File: src/rtl/ccl_pkg.sv
package ccl_pkg;
    localparam int REG_AW = 3;

    localparam logic [REG_AW-1:0] RA_CMD  = 3'd0;
    localparam logic [REG_AW-1:0] RA_P0   = 3'd1;
    localparam logic [REG_AW-1:0] RA_P1   = 3'd2;
    localparam logic [REG_AW-1:0] RA_BLK  = 3'd3;
    localparam logic [REG_AW-1:0] RA_DATA = 3'd4;
    localparam logic [REG_AW-1:0] RA_STAT = 3'd5;

    // command word layout; the code field and flag positions are decoded by the engine
    typedef struct packed {
        logic [7:0] rsvd_hi;
        logic [7:0] code;
        logic       fifo_sel;
        logic       dir_rd;
        logic       wait_int;
        logic       rsvd_12;
        logic       get_int;
        logic [6:0] rsvd_lo;
        logic [3:0] short_len;
    } cmd_word_t;

    typedef enum logic [2:0] {
        ST_IDLE = 3'd0,
        ST_CODE = 3'd1,
        ST_DATA = 3'd2,
        ST_WAIT = 3'd3,
        ST_FIN  = 3'd4
    } eng_state_e;
endpackage

File: src/rtl/ccl_fifo.sv
module ccl_fifo #(
    parameter int W     = 32,
    parameter int DEPTH = 8
) (
    input  logic         clk,
    input  logic         rst_n,
    input  logic         push,
    input  logic [W-1:0] wdata,
    input  logic         pop,
    output logic [W-1:0] rdata,
    output logic         empty,
    output logic         full
);
    localparam int AW = (DEPTH > 1) ? $clog2(DEPTH) : 1;

    typedef struct packed {
        logic [AW-1:0] wp;
        logic [AW-1:0] rp;
        logic [AW:0]   cnt;
    } fifo_s;

    fifo_s q, d;
    logic [W-1:0] mem [DEPTH];
    logic do_push, do_pop;

    function automatic logic [AW-1:0] nxt(input logic [AW-1:0] p);
        return (p == AW'(DEPTH - 1)) ? '0 : p + AW'(1);
    endfunction

    assign empty = (q.cnt == '0);
    assign full  = (q.cnt == (AW+1)'(DEPTH));
    assign rdata = mem[q.rp];

    always_comb begin
        d       = q;
        do_pop  = pop && !empty;
        do_push = push && (!full || do_pop);
        if (do_push) d.wp = nxt(q.wp);
        if (do_pop)  d.rp = nxt(q.rp);
        if (do_push && !do_pop) d.cnt = q.cnt + 1'b1;
        else if (do_pop && !do_push) d.cnt = q.cnt - 1'b1;
    end

    always_ff @(posedge clk) begin
        if (!rst_n) q <= '0;
        else        q <= d;
    end

    always_ff @(posedge clk) begin
        if (do_push) mem[q.wp] <= wdata;
    end
endmodule

File: src/rtl/ccl_engine.sv
module ccl_engine
    import ccl_pkg::*;
#(
    parameter int SIZE_W = 12,
    parameter int CNT_W  = 16
) (
    input  logic              clk,
    input  logic              rst_n,
    input  logic              start,
    input  logic [7:0]        code,
    input  logic              fifo_sel,
    input  logic              dir_rd,
    input  logic              wait_int,
    input  logic              get_int,
    input  logic [3:0]        short_len,
    input  logic [SIZE_W-1:0] blk_size,
    input  logic [CNT_W-1:0]  blk_cnt,
    input  logic              bus_parallel,
    input  logic [63:0]       prm_wr_data,
    output logic [63:0]       prm_rd_data,
    output logic              prm_load,
    output logic              card_req,
    output logic              card_wr,
    output logic              card_code,
    output logic [7:0]        card_wdata,
    input  logic              card_ack,
    input  logic [7:0]        card_rdata,
    input  logic              card_int,
    input  logic [31:0]       fifo_rdata,
    input  logic              fifo_empty,
    input  logic              fifo_full,
    output logic              fifo_pop,
    output logic              fifo_push,
    output logic [31:0]       fifo_wdata,
    output logic              evt_cmd_end,
    output logic              evt_data_end,
    output logic              busy
);
    localparam int TOT_W   = SIZE_W + CNT_W;
    localparam int SHORT_MAX = 8;

    typedef struct packed {
        eng_state_e       st;
        logic [7:0]       code;
        logic             fmode;
        logic             rd;
        logic             need_int;
        logic [TOT_W-1:0] total;
        logic [TOT_W-1:0] idx;
        logic [63:0]      shadow;
        logic [31:0]      acc;
    } eng_s;

    eng_s q, d;
    logic [1:0] lane;
    logic       last, wrap, moved;

    assign busy        = (q.st != ST_IDLE);
    assign prm_rd_data = q.shadow;

    always_comb begin
        d            = q;
        card_req     = 1'b0;
        card_wr      = 1'b0;
        card_code    = 1'b0;
        card_wdata   = '0;
        fifo_pop     = 1'b0;
        fifo_push    = 1'b0;
        fifo_wdata   = '0;
        evt_cmd_end  = 1'b0;
        evt_data_end = 1'b0;
        prm_load     = 1'b0;
        moved        = 1'b0;
        lane         = q.idx[1:0];
        last         = (q.idx == q.total - TOT_W'(1));
        wrap         = (lane == 2'd3) || last;

        unique case (q.st)
            ST_IDLE: begin
                if (start) begin
                    d.st       = ST_CODE;
                    d.code     = code;
                    d.fmode    = fifo_sel;
                    d.rd       = dir_rd;
                    d.need_int = bus_parallel ? wait_int : get_int;
                    d.idx      = '0;
                    d.shadow   = '0;
                    d.acc      = '0;
                    if (fifo_sel)
                        d.total = TOT_W'(blk_size) * TOT_W'(blk_cnt);
                    else if (short_len > 4'(SHORT_MAX))
                        d.total = TOT_W'(SHORT_MAX);
                    else
                        d.total = TOT_W'(short_len);
                end
            end
            ST_CODE: begin
                card_req   = 1'b1;
                card_wr    = 1'b1;
                card_code  = 1'b1;
                card_wdata = q.code;
                if (card_ack) begin
                    if (q.total == '0) begin
                        evt_data_end = q.fmode;
                        d.st = q.need_int ? ST_WAIT : ST_FIN;
                    end else begin
                        d.st = ST_DATA;
                    end
                end
            end
            ST_DATA: begin
                if (q.fmode && !q.rd) begin
                    card_req   = !fifo_empty;
                    card_wr    = 1'b1;
                    card_wdata = fifo_rdata[{lane, 3'b000} +: 8];
                    moved      = card_req && card_ack;
                    fifo_pop   = moved && wrap;
                end else if (q.fmode) begin
                    card_req = !(wrap && fifo_full);
                    moved    = card_req && card_ack;
                    if (moved) begin
                        if (wrap) begin
                            fifo_push  = 1'b1;
                            fifo_wdata = q.acc | (32'(card_rdata) << {lane, 3'b000});
                            d.acc      = '0;
                        end else begin
                            d.acc[{lane, 3'b000} +: 8] = card_rdata;
                        end
                    end
                end else if (!q.rd) begin
                    card_req   = 1'b1;
                    card_wr    = 1'b1;
                    card_wdata = prm_wr_data[{q.idx[2:0], 3'b000} +: 8];
                    moved      = card_ack;
                end else begin
                    card_req = 1'b1;
                    moved    = card_ack;
                    if (moved) d.shadow[{q.idx[2:0], 3'b000} +: 8] = card_rdata;
                end
                if (moved) begin
                    if (last) begin
                        evt_data_end = q.fmode;
                        d.st = q.need_int ? ST_WAIT : ST_FIN;
                    end else begin
                        d.idx = q.idx + TOT_W'(1);
                    end
                end
            end
            ST_WAIT: begin
                if (card_int) d.st = ST_FIN;
            end
            ST_FIN: begin
                evt_cmd_end  = 1'b1;
                evt_data_end = !q.fmode;
                prm_load     = !q.fmode && q.rd;
                d.st         = ST_IDLE;
            end
            default: d.st = ST_IDLE;
        endcase
    end

    always_ff @(posedge clk) begin
        if (!rst_n) q <= '0;
        else        q <= d;
    end
endmodule

File: src/rtl/card_cmd_launcher.sv
module card_cmd_launcher
    import ccl_pkg::*;
#(
    parameter int FIFO_DEPTH = 8,
    parameter int SIZE_W     = 12,
    parameter int CNT_W      = 16
) (
    input  logic              clk,
    input  logic              rst_n,
    input  logic              bus_wr,
    input  logic              bus_rd,
    input  logic [REG_AW-1:0] bus_addr,
    input  logic [31:0]       bus_wdata,
    output logic [31:0]       bus_rdata,
    input  logic              bus_parallel,
    output logic              card_req,
    output logic              card_wr,
    output logic              card_code,
    output logic [7:0]        card_wdata,
    input  logic              card_ack,
    input  logic [7:0]        card_rdata,
    input  logic              card_int,
    output logic              evt_cmd_end,
    output logic              evt_data_end,
    output logic              busy
);
    localparam int CNT_LSB = 16;

    typedef struct packed {
        cmd_word_t   cmd;
        logic [31:0] prm0;
        logic [31:0] prm1;
        logic [31:0] blk;
    } top_s;

    top_s q, d;

    logic        start;
    logic [63:0] prm_rd_data;
    logic        prm_load;
    logic [31:0] fifo_rdata, eng_wdata, fifo_wdata;
    logic        fifo_empty, fifo_full;
    logic        eng_pop, eng_push, sw_push, sw_pop;

    assign start   = bus_wr && (bus_addr == RA_CMD) && !busy;
    assign sw_push = bus_wr && (bus_addr == RA_DATA) && !eng_push;
    assign sw_pop  = bus_rd && (bus_addr == RA_DATA) && !eng_pop;
    assign fifo_wdata = eng_push ? eng_wdata : bus_wdata;

    always_comb begin
        d = q;
        if (start) d.cmd = cmd_word_t'(bus_wdata);
        if (bus_wr && bus_addr == RA_BLK) d.blk = bus_wdata;
        if (prm_load) begin
            d.prm0 = prm_rd_data[31:0];
            d.prm1 = prm_rd_data[63:32];
        end else if (bus_wr) begin
            if (bus_addr == RA_P0) d.prm0 = bus_wdata;
            if (bus_addr == RA_P1) d.prm1 = bus_wdata;
        end
    end

    always_ff @(posedge clk) begin
        if (!rst_n) q <= '0;
        else        q <= d;
    end

    always_comb begin
        unique case (bus_addr)
            RA_CMD:  bus_rdata = q.cmd;
            RA_P0:   bus_rdata = q.prm0;
            RA_P1:   bus_rdata = q.prm1;
            RA_BLK:  bus_rdata = q.blk;
            RA_DATA: bus_rdata = fifo_rdata;
            RA_STAT: bus_rdata = {29'd0, fifo_full, fifo_empty, busy};
            default: bus_rdata = '0;
        endcase
    end

    ccl_fifo #(
        .W     (32),
        .DEPTH (FIFO_DEPTH)
    ) u_fifo (
        .clk   (clk),
        .rst_n (rst_n),
        .push  (eng_push | sw_push),
        .wdata (fifo_wdata),
        .pop   (eng_pop | sw_pop),
        .rdata (fifo_rdata),
        .empty (fifo_empty),
        .full  (fifo_full)
    );

    ccl_engine #(
        .SIZE_W (SIZE_W),
        .CNT_W  (CNT_W)
    ) u_engine (
        .clk          (clk),
        .rst_n        (rst_n),
        .start        (start),
        .code         (bus_wdata[23:16]),
        .fifo_sel     (bus_wdata[15]),
        .dir_rd       (bus_wdata[14]),
        .wait_int     (bus_wdata[13]),
        .get_int      (bus_wdata[11]),
        .short_len    (bus_wdata[3:0]),
        .blk_size     (q.blk[SIZE_W-1:0]),
        .blk_cnt      (q.blk[CNT_LSB +: CNT_W]),
        .bus_parallel (bus_parallel),
        .prm_wr_data  ({q.prm1, q.prm0}),
        .prm_rd_data  (prm_rd_data),
        .prm_load     (prm_load),
        .card_req     (card_req),
        .card_wr      (card_wr),
        .card_code    (card_code),
        .card_wdata   (card_wdata),
        .card_ack     (card_ack),
        .card_rdata   (card_rdata),
        .card_int     (card_int),
        .fifo_rdata   (fifo_rdata),
        .fifo_empty   (fifo_empty),
        .fifo_full    (fifo_full),
        .fifo_pop     (eng_pop),
        .fifo_push    (eng_push),
        .fifo_wdata   (eng_wdata),
        .evt_cmd_end  (evt_cmd_end),
        .evt_data_end (evt_data_end),
        .busy         (busy)
    );
endmodule

File: config.mk
export PLATFORM = sky130hd
export DESIGN_NAME = card_cmd_launcher
export DESIGN_NICKNAME = d
export VERILOG_FILES = /design/src/rtl/ccl_pkg.sv /design/src/rtl/ccl_fifo.sv /design/src/rtl/ccl_engine.sv /design/src/rtl/card_cmd_launcher.sv
export SDC_FILE = /design/constraint.sdc
export NUM_CORES = 1
export LEC_CHECK = 0
export BUFFER_PORTS_ARGS = -buffer_cell sky130_fd_sc_hd__buf_2
export CORE_UTILIZATION = 30
export DETAILED_ROUTE_END_ITERATION = 10
export SLEW_MARGIN = 20
export SYNTH_ARGS = -nofsm -noshare
export SYNTH_HDL_FRONTEND = slang
export SYNTH_SLANG_ARGS = --single-unit
export TNS_END_PERCENT = 5
File: constraint.sdc
create_clock -name clk -period 9.9 [get_ports clk]
set_input_delay 0.495 -clock clk [delete_from_list [all_inputs] [get_ports clk]]
set_output_delay 0.495 -clock clk [all_outputs]
set_load 0.05 [all_outputs]
# ---- Word level (Yosys, flattened, before mapping)
# Memory sizes are Yosys's and may differ from the RTL's. A register that Yosys moved wholly into a read port is not among the register bits.
# Index checks and enable logic that the tools add are counted.
dict set report totals {
  ff_bits 304
  mem_bits_rw 256
  in_bits 50
  out_inout_bits 46
  word_cells 188
  mem_count 1
}
dict set report op_classes {
  addsub 8
  n_mul 1
  n_lt_le_gt_ge 1
  eq_ne 26
  n_shift 7
  mux 71
  bitwise_logic 3
  n_reduce_logical 46
}
# memory words word_bits rd rd_ports_with_merged_regs wr line
set mem_list {}
lappend mem_list {u_fifo.mem 8 32 1 1 1 ccl_fifo.sv:23} ;# logic [W-1:0] mem [DEPTH];
# operator n
set ops {}
lappend ops {{two-way mux 32 bit} 11}
lappend ops {{two-way mux 64 bit} 5}
lappend ops {{one-hot mux 124 bit (2 select lines)} 1}
lappend ops {{one-hot mux 32 bit (6 select lines)} 1}
lappend ops {{two-way mux 166 bit} 1}
lappend ops {{two-way mux 96 bit} 1}
lappend ops {{two-way mux 28 bit} 3}
lappend ops {{bitwise mux 64 bit} 1}
lappend ops {{variable shift 8 x 8 -> 64 bit, first input constant} 1}
lappend ops {{indexed part select 64 x 7 -> 8 bit} 1}
lappend ops {{indexed part select 8 x 8 -> 64 bit} 1}
lappend ops {{bitwise mux 32 bit} 1}
lappend ops {{OR 32 bit} 1}
lappend ops {{variable shift 8 x 7 -> 32 bit, first input constant} 1}
lappend ops {{indexed part select 32 x 6 -> 8 bit} 1}
lappend ops {{indexed part select 8 x 7 -> 32 bit} 1}
lappend ops {{left shift 8 x 5 -> 32 bit} 1}
lappend ops {{two-way mux 3 bit} 10}
lappend ops {{adder 28 x 1 -> 28 bit, second input constant} 1}
lappend ops {{== test 28 bit} 1}
lappend ops {{logical NOT 28 bit} 1}
lappend ops {{multiplier 12 x 16 -> 28 bit} 1}
lappend ops {{subtractor 28 x 1 -> 28 bit, second input constant} 1}
lappend ops {{two-way mux 1 bit} 25}
lappend ops {{other kinds (31)} 90}

# ---- Logic depth before layout (Yosys ltp)
dict set report depth {
  word_depth 18
  ltp_mapped 22
}

# ---- Hierarchy
# A second synthesis with hierarchy kept.
dict set report hier_totals {
  hier_cells 3157
  hier_area_um2 33046.7
}
# mod instances cells_each area_per_inst_um2 seq_area_each_um2
set modules_own_cells {}
lappend modules_own_cells {ccl_engine 1 1861 15427.3 3323.2}
lappend modules_own_cells {ccl_fifo 1 446 10346.2 7947.6}
lappend modules_own_cells {card_cmd_launcher 1 850 7273.2 2562.5}

# ---- Least setup slack after synthesis
# Ideal clock, no wire load.
dict set report synth_timing {
  path_type {flip-flop to flip-flop}
  startpoint {reg u_engine.q[126] (netlist bit)}
  endpoint {mem u_fifo.mem[2][0], enable pin}
  t_arrival_ps 6531
  required_ps 9387
  slack_ps 2856
  stages_incl_launch_ff 11
  period_less_slack_ps 7044
  path_cell_list {dfxtp_1 clkbuf_1 or4_1 nor3b_1 nand2_1 nor4b_1 nor2_1 or4_1 a211oi_1 o21ai_1 nor4b_1}
}
dict set report synth_between {
  elab_chain_cells 16
  elab_cells_between_ends 25
}
# item line
set synth_lines {}
lappend synth_lines {{start, declared} ccl_engine.sv:54} ;# eng_s q, d;
lappend synth_lines {{start signal, assigned} ccl_engine.sv:163} ;# if (!rst_n) q <= '0;
lappend synth_lines {{start signal, assigned} ccl_engine.sv:164} ;# else q <= d;
lappend synth_lines {{subtractor 28 x 1 -> 28 bit *} ccl_engine.sv:75} ;# last = (q.idx == q.total - TOT_W'(1));
lappend synth_lines {{== test 28 bit *} ccl_engine.sv:75}
lappend synth_lines {{logical OR 1 bit *} ccl_engine.sv:76} ;# wrap = (lane == 2'd3) || last;
lappend synth_lines {{logical AND 1 bit} ccl_engine.sv:119} ;# card_req = !(wrap && fifo_full);
lappend synth_lines {{logical NOT 1 bit} ccl_engine.sv:119}
lappend synth_lines {{logical AND 1 bit} ccl_engine.sv:120} ;# moved = card_req && card_ack;
lappend synth_lines {{two-way mux 1 bit} ccl_engine.sv:121} ;# if (moved) begin
lappend synth_lines {{two-way mux 1 bit} ccl_engine.sv:118} ;# end else if (q.fmode) begin
lappend synth_lines {{two-way mux 1 bit} ccl_engine.sv:112} ;# if (q.fmode && !q.rd) begin
lappend synth_lines {{two-way mux 1 bit} ccl_engine.sv:78} ;# unique case (q.st)
lappend synth_lines {{logical NOT 1 bit} card_cmd_launcher.sv:46} ;# assign sw_push = bus_wr && (bus_addr == RA_DATA) && !eng_push;
lappend synth_lines {{logical AND 1 bit} card_cmd_launcher.sv:46}
lappend synth_lines {{OR 1 bit} card_cmd_launcher.sv:86} ;# .push (eng_push | sw_push),
lappend synth_lines {{logical AND 1 bit *} ccl_fifo.sv:37} ;# do_push = push && (!full || do_pop);
lappend synth_lines {{two-way mux 1 bit *} ccl_fifo.sv:50} ;# if (do_push) mem[q.wp] <= wdata;
lappend synth_lines {{two-way mux 1 bit (not written as such) *} ccl_fifo.sv:50}
lappend synth_lines {{end, declared} ccl_fifo.sv:23}
# Mark *: on every way between the ends. The rest lies on a longest branch, timed or not.

# ---- Worst setup path in the final report
dict set report layout_timing {
  startpoint {reg q[4] (netlist bit)}
  endpoint {reg u_engine.q[151] (netlist bit)}
}
dict set report layout_between {
  elab_chain_cells 2
}
# item line
set layout_lines {}
lappend layout_lines {{start, declared} card_cmd_launcher.sv:36} ;# top_s q, d;
lappend layout_lines {{start signal, assigned} card_cmd_launcher.sv:64} ;# if (!rst_n) q <= '0;
lappend layout_lines {{start signal, assigned} card_cmd_launcher.sv:65} ;# else q <= d;
lappend layout_lines {{multiplier 12 x 16 -> 28 bit} ccl_engine.sv:90} ;# d.total = TOT_W'(blk_size) * TOT_W'(blk_cnt);
lappend layout_lines {{two-way mux 28 bit} ccl_engine.sv:89} ;# if (fifo_sel)
# Every way passes these cells.
# A chain may end at the register's enable or synchronous reset.

==> flow_metrics.env <==
export IMPL_fp_dieH_um=324
export IMPL_relSlewSlack=0.246
export IMPL_cts_buffer_depth=3
export IMPL_crit_type="reg2reg"
export IMPL_drc=0
export IMPL_drive_gt1_frac=0.129
export IMPL_yosys_top_cells_count="nand2_1, dfxtp_1, edfxtp_1, inv_1, nor2_1"
export IMPL_worstSetupEndpointType="flip-flop"
export IMPL_required_ns=10.39
export IMPL_grt_usage=0.193
export IMPL_status="complete, no violations"
export IMPL_std_cell_rows=117
export IMPL_r2r_setup_slack_ns=3.52
export IMPL_first_pass_iters=6
export IMPL_maxCapViolCount=0
export IMPL_worst_pin_slew_ns=1.13
export IMPL_syn_area_per_cell_um2=10.5
export IMPL_final_util=0.341
export IMPL_timing_critical_path_mode_cell="fa_1"
export IMPL_dieArea_um2=105000
export IMPL_startpoint="q[4]$_SDFFE_PN0P_"
export IMPL_synthCells=2964
export IMPL_vias=23500
export IMPL_area_growth_syn_to_layout_pct=12.3
export IMPL_period_minus_slack_ns=6.38
export IMPL_timing_fmax_ghz=0.157
export IMPL_path_depth=19
export IMPL_viasPerCell=5.38
export IMPL_io_buffers=95
export IMPL_vdd_drop_max_v=0.000152
export IMPL_ys_ff_latch=553
export IMPL_initial_utilization=0.304
export IMPL_ff_latch_area_um2=13600
export IMPL_cts_repair_resized=0
export IMPL_rsz0062_at_grt="false"
export IMPL_critPathMaxStageDelay_ns=0.84
export IMPL_insertion_delay_ns=0.67
export IMPL_skew_ns=0.0672
export IMPL_cts_tree="done"
export IMPL_synth_area_um2=31100
export IMPL_ys_warnings_count=0
export IMPL_antenna_found_initial=10
export IMPL_finalCritPeriodShare=0.645
export IMPL_setup_viol=0
export IMPL_hp_start="bus_wdata[28]"
export IMPL_reg2reg_from="q[4]$_SDFFE_PN0P_"
export IMPL_hold_viol=0
export IMPL_start_kind="flip-flop"
export IMPL_core_area_um2=102000
export IMPL_finalMaxSlewViolations=0
export IMPL_cts_buffers=59
export IMPL_clock_sinks=553
export IMPL_worstHoldEndpoint="q[124]$_SDFFE_PN0P_"
export IMPL_die_w_um=324
export IMPL_nFillCells=10400
export IMPL_power_density_nw_per_um2=141
export IMPL_cts_max_level=2
export IMPL_yosysUniqueCellTypes=78
export IMPL_worst_r2r_cell_count=19
export IMPL_syn_nets=3236
export IMPL_drt_iter0_markers=2371
export IMPL_arrival_ns=6.87
export IMPL_cp_num_buf_inv=3
export IMPL_grt_pass1_vias=22900
export IMPL_crit_slowest_cell="dfxtp_1"
export IMPL_grt_overflow=0
export IMPL_detail_route_wl_per_cell_um=23.3
export IMPL_dp_hpwl_um=73100
export IMPL_grt_pass1_wl_um=152000
export IMPL_cts_root_buf="clkbuf_16"
export IMPL_wirelength_um=102000
export IMPL_async_reset_ff_frac=0
export IMPL_r2r_end="u_engine.q[151]$_SDFFE_PN0P_"
export IMPL_postCtsSetupBuffers=0
export IMPL_layout_nets=3228
export IMPL_cts_clk_slew_worst_paths_ns=0.08
export IMPL_tns_ns=0
export IMPL_synth_top_cell_area_share=0.247
export IMPL_holdPathStages=3
export IMPL_ioPinCount=96
export IMPL_ys_seq_area_frac=0.439
export IMPL_hold_buffers=0
export IMPL_postRouteAntennaNets=0
export IMPL_gp_congestion=0.942
export IMPL_yosysTopAreaCell="edfxtp_1"
export IMPL_min_delay_path_class="in2reg"
export IMPL_yosys_top_cells_area="edfxtp_1, dfxtp_1, fa_1"
export IMPL_post_synth_top_count_cell="nand2_1"
export IMPL_synth_main_ff_cell="dfxtp_1"
export IMPL_multi_input_area_um2=16000
export IMPL_grt_max_degree=101
export IMPL_cp_top_family="adder cells"
export IMPL_p_leak_uw=0.0124
export IMPL_crit_chain="nand2_1 -> fa_1 -> inv_1 -> fa_1 -> inv_1 -> fa_1 -> fa_1 -> inv_1 -> fa_1 -> ha_1 -> o21ai_0 -> nor3_1 -> a211oi_1 -> a21oi_1 -> a221oi_1 -> o31ai_1 -> a211oi_1 -> xnor2_1 -> a22o_1"
export IMPL_synth_edf_count=256
export IMPL_critPathMaxFanout=18
cell type report:
type | instances | share of cell area
Antenna cell | 2 | 0.000143
Clock buffer | 73 | 0.0447
Clock inverter | 37 | 0.0107
Inverter | 191 | 0.0207
Multi-Input combinational cell | 2005 | 0.459
Sequential cell | 553 | 0.391
Tap cell | 1368 | 0.0491
Timing Repair Buffer | 146 | 0.0246
where the power goes:
group | switching, uW | total (uW) | internal (uW)
clock | 980 | 2230 | 1250
combinational | 189 | 254 | 64.5
sequential | 22.7 | 2430 | 2400
cell families (layout without fill, tap and decap cells):
family                     count (synthesis)  after routing  synth area share
AOI/OAI and AO/OA                        605            605             0.135
xor gates and xnor gates                  53             53            0.0149
adders and majority gates                222            222             0.123
buffers and inverters                    406            447            0.0493
DFF                                      553            553             0.439
muxes                                    208            208             0.102
other                                      0              2                 0
and+or+nand+nor                          917            917             0.136
worst min-delay path: stages:
cell and delay, ns:
buf_2 0.14, nand2_1 0.07, a21oi_1 0.05
state kept, by name (all words and copies together), names as in the netlist, named ones only:
name and cells:
u_fifo.mem 256, q 121, u_engine.q 97, u_engine.prm_rd_data 64, u_fifo.q 10, u_engine.lane 2
worst max path at each step:
stage / endpoint / slack (ns)
floorplan: u_fifo.mem[2][0]$_DFFE_PP_ / 2.86
global placement: u_engine.q[151]$_SDFFE_PN0P_ / 3.78
global route: u_engine.q[151]$_SDFFE_PN0P_ / 3.06
detailed placement: u_engine.q[151]$_SDFFE_PN0P_ / 3.62
finish: u_engine.q[151]$_SDFFE_PN0P_ / 3.52
CTS: u_engine.q[151]$_SDFFE_PN0P_ / 3.56
through the flow:
step | setup WS, ns | hold WS, ns | total power, uW | cell area [um^2] | instances
after floorplan | 2.86 | 0.432 | 2610 | 31100 | 2964
after global routing | 3.06 | 0.157 | 5040 | 34900 | 4373
after detailed placement | 3.62 | 0.445 | 2720 | 33000 | 4263
after global placement | 3.78 | 0.440 | 2720 | 32900 | 4263
after CTS | 3.56 | 0.114 | 4940 | 34900 | 4373
final | 3.52 | 0.140 | 4910 | 34900 | 4375
routing by layer:
layer | global-route usage | vias to the layer above | routed length [um]
met5 | 0 | - | 63
met1 | 0.270 | 11700 | 43700
met4 | 0.0668 | 12 | 3780
li1 | - | 10600 | -
met2 | 0.296 | 1065 | 45200
met3 | 0.0400 | 222 | 9110
cells in the final DEF (no fill, tap or decap), types with 59 or more instances in the layout:
master and n:
nand2_1 439, dfxtp_1 293, edfxtp_1 256, inv_1 189
nor2_1 176, a21oi_1 161, fa_1 141, a22oi_1 121
mux2i_1 118, buf_2 95, mux4_2 87, a211oi_1 81
ha_1 81, and2_1 79, clkbuf_16 59
Note: power is estimated with default switching activity, not from simulation.
